**src/rtl/ivl_timer_pkg.sv**
```systemverilog
package ivl_timer_pkg;
  localparam int ADDR_W = 2;

  typedef enum logic [ADDR_W-1:0] {
    ADR_CTL = 2'd0,
    ADR_CNT = 2'd1,
    ADR_REL = 2'd2,
    ADR_NUL = 2'd3
  } reg_adr_e;

  // control/status bit positions (error sits at the top bit, W-1)
  localparam int B_RUN  = 0;
  localparam int B_XFR  = 4;
  localparam int B_SGL  = 5;
  localparam int B_IE   = 6;
  localparam int B_DONE = 7;
endpackage

```
**src/rtl/ivl_timer_rstsync.sv**
```systemverilog
module ivl_timer_rstsync #(
  parameter int STAGES = 2
) (
  input  logic clk,
  input  logic rst_n,
  output logic rst_sync_n
);
  logic [STAGES-1:0] sr_q;

  always_ff @(posedge clk or negedge rst_n) begin
    if (!rst_n) sr_q <= '0;
    else        sr_q <= {sr_q[STAGES-2:0], 1'b1};
  end

  assign rst_sync_n = sr_q[STAGES-1];
endmodule

```
**src/rtl/ivl_timer_count.sv**
```systemverilog
module ivl_timer_count #(
  parameter int W = 32
) (
  input  logic         clk,
  input  logic         rst_n,
  input  logic         ctl_wr,
  input  logic         cmd_run,
  input  logic         cmd_xfr,
  input  logic         cmd_sgl,
  input  logic         run_q,
  input  logic         tick_en,
  input  logic         rel_wr,
  input  logic [W-1:0] wdata,
  output logic [W-1:0] count_q,
  output logic [W-1:0] reload_q,
  output logic         wrap
);
  logic [W-1:0] count_d, reload_d, base;
  logic         stepping;

  always_comb begin
    base     = (ctl_wr && cmd_xfr) ? reload_q : count_q;
    stepping = ctl_wr ? (!cmd_run && cmd_sgl) : (run_q && tick_en);
    wrap     = stepping && (&base);
    if (!stepping)  count_d = base;
    else if (wrap)  count_d = reload_q;
    else            count_d = base + {{(W-1){1'b0}}, 1'b1};
    reload_d = rel_wr ? wdata : reload_q;
  end

  always_ff @(posedge clk or negedge rst_n) begin
    if (!rst_n) begin
      count_q  <= '0;
      reload_q <= '0;
    end else begin
      count_q  <= count_d;
      reload_q <= reload_d;
    end
  end
endmodule

```
**src/rtl/ivl_timer_csr.sv**
```systemverilog
module ivl_timer_csr (
  input  logic clk,
  input  logic rst_n,
  input  logic ctl_wr,
  input  logic w_run,
  input  logic w_ie,
  input  logic w_done_clr,
  input  logic w_err_clr,
  input  logic wrap,
  output logic run_q,
  output logic ie_q,
  output logic done_q,
  output logic err_q,
  output logic irq_q
);
  logic run_d, ie_d, done_d, err_d, irq_d;
  logic done_c, err_c;

  always_comb begin
    run_d  = ctl_wr ? w_run : run_q;
    ie_d   = ctl_wr ? w_ie  : ie_q;
    done_c = done_q & ~(ctl_wr & w_done_clr);
    err_c  = err_q  & ~(ctl_wr & w_err_clr);
    done_d = done_c | (wrap & ~done_c);
    err_d  = err_c  | (wrap &  done_c);
    if (ctl_wr)     irq_d = (irq_q | (wrap & ie_d)) & done_d & ie_d;
    else if (wrap)  irq_d = ie_q;
    else            irq_d = irq_q;
  end

  always_ff @(posedge clk or negedge rst_n) begin
    if (!rst_n) begin
      run_q  <= 1'b0;
      ie_q   <= 1'b0;
      done_q <= 1'b0;
      err_q  <= 1'b0;
      irq_q  <= 1'b0;
    end else begin
      run_q  <= run_d;
      ie_q   <= ie_d;
      done_q <= done_d;
      err_q  <= err_d;
      irq_q  <= irq_d;
    end
  end
endmodule

```
**src/rtl/ivl_timer.sv**
```systemverilog
module ivl_timer
  import ivl_timer_pkg::*;
#(
  parameter int W = 32
) (
  input  logic              clk,
  input  logic              rst_n,
  input  logic              tick_en,
  input  logic              reg_wr,
  input  logic [ADDR_W-1:0] reg_addr,
  input  logic [W-1:0]      reg_wdata,
  output logic [W-1:0]      reg_rdata,
  output logic              irq_o
);
  localparam int B_ERR = W - 1;

  logic         rs_n;
  logic         ctl_wr, rel_wr, wrap;
  logic         run_q, ie_q, done_q, err_q;
  logic [W-1:0] count_q, reload_q, ctl_view;

  ivl_timer_rstsync #(.STAGES(2)) u_rst (
    .clk(clk), .rst_n(rst_n), .rst_sync_n(rs_n)
  );

  assign ctl_wr = reg_wr && (reg_addr == ADR_CTL);
  assign rel_wr = reg_wr && (reg_addr == ADR_REL);

  ivl_timer_count #(.W(W)) u_cnt (
    .clk(clk), .rst_n(rs_n), .ctl_wr(ctl_wr),
    .cmd_run(reg_wdata[B_RUN]), .cmd_xfr(reg_wdata[B_XFR]),
    .cmd_sgl(reg_wdata[B_SGL]), .run_q(run_q), .tick_en(tick_en),
    .rel_wr(rel_wr), .wdata(reg_wdata),
    .count_q(count_q), .reload_q(reload_q), .wrap(wrap)
  );

  ivl_timer_csr u_csr (
    .clk(clk), .rst_n(rs_n), .ctl_wr(ctl_wr),
    .w_run(reg_wdata[B_RUN]), .w_ie(reg_wdata[B_IE]),
    .w_done_clr(reg_wdata[B_DONE]), .w_err_clr(reg_wdata[B_ERR]),
    .wrap(wrap), .run_q(run_q), .ie_q(ie_q), .done_q(done_q),
    .err_q(err_q), .irq_q(irq_o)
  );

  always_comb begin
    ctl_view         = '0;
    ctl_view[B_RUN]  = run_q;
    ctl_view[B_IE]   = ie_q;
    ctl_view[B_DONE] = done_q;
    ctl_view[B_ERR]  = err_q;
    case (reg_addr)
      ADR_CTL: reg_rdata = ctl_view;
      ADR_CNT: reg_rdata = count_q;
      ADR_REL: reg_rdata = reload_q;
      default: reg_rdata = '0;
    endcase
  end
endmodule

```
**config.mk**
```make
export PLATFORM = sky130hd
export DESIGN_NAME = ivl_timer
export DESIGN_NICKNAME = d
export VERILOG_FILES = /design/src/rtl/ivl_timer_pkg.sv /design/src/rtl/ivl_timer_rstsync.sv /design/src/rtl/ivl_timer_count.sv /design/src/rtl/ivl_timer_csr.sv /design/src/rtl/ivl_timer.sv
export SDC_FILE = /design/constraint.sdc
export NUM_CORES = 1
export LEC_CHECK = 0
export BUFFER_PORTS_ARGS = -buffer_cell sky130_fd_sc_hd__buf_2
export CORE_ASPECT_RATIO = 0.8
export CORE_MARGIN = 10
export CORE_UTILIZATION = 31
export DETAILED_ROUTE_END_ITERATION = 10
export PLACE_DENSITY = 0.52
export SLEW_MARGIN = 20
export SYNTH_ARGS = -nofsm -noshare
export SYNTH_HDL_FRONTEND = slang
export SYNTH_SLANG_ARGS = --single-unit
```
**constraint.sdc**
```tcl
create_clock -name clk -period 2.7 [get_ports clk]
set_clock_uncertainty 0.15 [all_clocks]
set_input_delay 0.405 -clock clk [delete_from_list [all_inputs] [get_ports clk]]
set_output_delay 0.405 -clock clk [all_outputs]
set_load 0.01 [all_outputs]
```
==> results by group <==
Route
  – Total wire length: 15,600 um
  – Avg Vias per Cell: 5.59
  – ANT nets after route: 0
  – # DRC: 0
  – First-pass detailed-route iteration total: 5
  – Initial DRC count: 411
  – Wire per inst: 18.6 um
  – Vias: 4,685

Worst setup path
  – Setup crit start kind: input pin
  – Reg2reg start: u_cnt.reload_q[8]
  – R2R Path End: u_cnt.count_q[29]
  – CP required: 2.76 ns
  – CP arrival: 2.60 ns
  – Reg2reg setup slack: 0.24 ns
  – Largest fanout on the critical path: 12
  – Reg2Reg Depth: 7
  – Crit path top cell by count: buf_4
  – Crit-path slowest cell: nor4bb_4
  – Critical Path Sink Type: register
  – Crit Path Category: input pin to register
  – Biggest cell delay along the critical path: 0.42 ns
  – Crit-path cells: buf_2 > buf_4 > nor4bb_4 > buf_12 > nor4_2 > buf_4 > buf_4 > o21a_4 > and3_4 > buf_4 > a211oi_1 > a21oi_1

Run status
  – Status: finished clean

STA
  – RSZ-0062 raised after global routing: no
  – Max-slew headroom: 51.0%
  – Max-slew violations: 0
  – Final period util: 93.9%
  – Worst-Margin Slew: 0.735 ns
  – Fin Hold WS: 0.151 ns
  – Post-route setup slack: 0.165 ns
  – Final Hold Fails: 0
  – Min Tclk post-route: 2.53 ns
  – Fmax: 395 MHz
  – # setup viols final: 0

Synthesis
  – Synthesis Warnings: 0
  – Syn avg cell area: 8.95 sq um
  – EDFF count, synth: 0
  – Ys async rst share: 100%
  – Count of cell types in the netlist: 64
  – Register area share after synthesis: 38.0%
  – Most used DFF post-synth: dfrtp_1
  – Synth Instances: 522
  – Net Count, Synth: 561
  – Synthesized cell area: 4670 sq um
  – Synth Register Bits: 71

Pwr
  – PwrDens: 641 nW/um^2
  – Maximum VDD drop: 0.317 mV
  – LEAKAGE: 2.70 nW
  – Power Total: 0.00387 W

Die
  – Row count: 40
  – Boundary Pins: 71
  – Initial core utilization: 31.3%
  – Full die area: 20,400 sq um
  – Die X: 157 um
  – Core area: 14,900 sq um
  – Die Height: 130 um

Clock network
  – CTS root buf: clkbuf_16
  – CTS Buf Count: 9
  – Clk sinks: 71
  – CTS tree: yes
  – Clock latency at the later pin of the worst-skew pair: 0.33 ns
  – Worst-case clock buffer depth: 2
  – H-tree lvl count: 3
  – CTS clk-pin slew, worst paths: 0.06 ns

GRT
  – Initial antenna violation count: 0
  – Vias in the first global route: 4,730
  – First-pass GRT wire length: 25,200 um
  – All-Layer GR Usage: 15.3%
  – Largest net degree at the start of global routing: 42
  – Overflow after GRT: 0

Placed design
  – Dpl ws: -0.162 ns
  – GPL Wtd Cong: 0.878
  – Port-buffer cells: 70
  – Final HPWL DP: 11,600 um

Worst hold path
  – Worst Hold Depth: 2
  – Hold WC Path Type: input pin to register
  – Hold Path End: u_cnt.reload_q[19]
  – Hold path start: reg_wdata[19]

Layout
  – Fillers: 1,510
  – Storage element area: 1780 sq um
  – Final net count: 683
  – Most common cell after layout, fill and taps aside: buf_4
  – Multi-input logic area: 2760 sq um
  – Fin util: 40.6%
  – Ratio of cells with drive above 1 in the final layout: 35.3%
  – Most frequent cells in the layout: buf_4, buf_2, dfrtp_1
  – Area grow syn2layout: 29.5%
  – Number of diodes: 0

Job
  – Max cap viols: 0
[per-layer routing]
layer	GRT usage, %	vias to the layer above	routed length [um]
li1	-	2213	-
met1	21.8	2293	7850
met2	22.6	166	6700
met3	3.65	13	926
met4	3.90	0	143
met5	0	-	0
[sequential cells by signal, indices dropped and copies added, names as in the netlist]
name,count
u_csr.irq_q,1
u_csr.done_q,1
u_cnt.reload_q,32
u_csr.err_q,1
u_cnt.count_q,32
u_csr.run_q,1
u_rst.sr_q,2
u_csr.ie_q,1
[where the power goes]
group	switching, W	internal [W]	total, W	leakage [nW]
logic	0.000586	0.000552	0.00114	1.70
clock network	0.000449	0.000666	0.00112	0.142
registers	0.000312	0.00131	0.00162	0.855
[cell usage after synthesis, types with 6 or more instances]
| library cell | n | area, sq um |
|---|---|---|
| dfrtp_1 | 71 | 1780 |
| nand2_1 | 57 | 214 |
| nor2_1 | 43 | 161 |
| a21oi_1 | 39 | 195 |
| mux2_2 | 36 | 405 |
| o21ai_0 | 29 | 145 |
| a22o_1 | 28 | 245 |
| nand3_1 | 26 | 130 |
| mux2i_1 | 21 | 210 |
| clkbuf_1 | 19 | 71.3 |
| and3_1 | 12 | 75.1 |
| nand4_1 | 12 | 75.1 |
| o21ai_1 | 10 | 50.1 |
| a211oi_1 | 8 | 60.1 |
| buf_2 | 7 | 35.0 |
| buf_1 | 6 | 22.5 |
| nor4_1 | 6 | 37.5 |
| o211ai_1 | 6 | 45.0 |
[through the flow]
step,TNS [ns],cell area (sq um),cells
after floorplan,-2.24,4790,522
after global placement,-0.906,5760,821
after detailed placement,-1.61,5760,821
after CTS,0,6040,838
after global routing,0,6050,838
final,0,6050,838
[repair_timing]
action	4_1_cts	5_1_grt
hold endpoints to repair	2	0
gates resized for setup	0	2
buffers inserted	0	0
setup endpoints to repair	0	2
hold buffers	1	0
[worst max-delay path, delay by kind of cell]
| kind | cells | cell delay (ns) |
|---|---|---|
| buffers and inverters | 6 | 0.90 |
| and+or+nand+nor | 3 | 0.70 |
| AOI/OAI and AO/OA | 3 | 0.58 |
[layout make-up]
type	count	share of cell area (%)
clock buffer	12	4.24
clock inverter	4	0.331
inverter	1	0.0621
multi-input combinational	412	45.6
sequential	71	29.4
tap	189	3.91
timing repair buffer	149	16.5
[kinds of logic (layout without fill, tap and decap cells)]
logic type | after synthesis | in the layout | synth area share (%)
adder cells (fa/ha/maj) | 1 | 1 | 0.268
AND/OR/NAND/NOR | 191 | 191 | 20.6
flip-flops | 71 | 71 | 38.0
buffers and inverters | 39 | 166 | 4.13
AO/OA/AOI/OAI | 161 | 161 | 23.4
other | 1 | 1 | 0.0803
multiplexers | 58 | 58 | 13.5
[worst max-delay path by stage]
| stage | startpoint | to | slack [ns] | cells after the start |
|---|---|---|---|---|
| final | reg_addr[1] | u_cnt.count_q[29] | 0.17 | 12 |
| after global routing | reg_addr[1] | u_cnt.count_q[10] | 0.04 | 13 |
| after CTS | reg_addr[0] | u_cnt.count_q[29] | 0.19 | 12 |
| after detailed placement | reg_addr[0] | u_cnt.count_q[29] | -0.16 | 12 |
| after global placement | reg_addr[0] | u_cnt.count_q[25] | -0.13 | 12 |
| after floorplan | reg_addr[1] | u_cnt.count_q[17] | -0.17 | 17 |
Note: power is estimated with default switching activity, not from simulation.
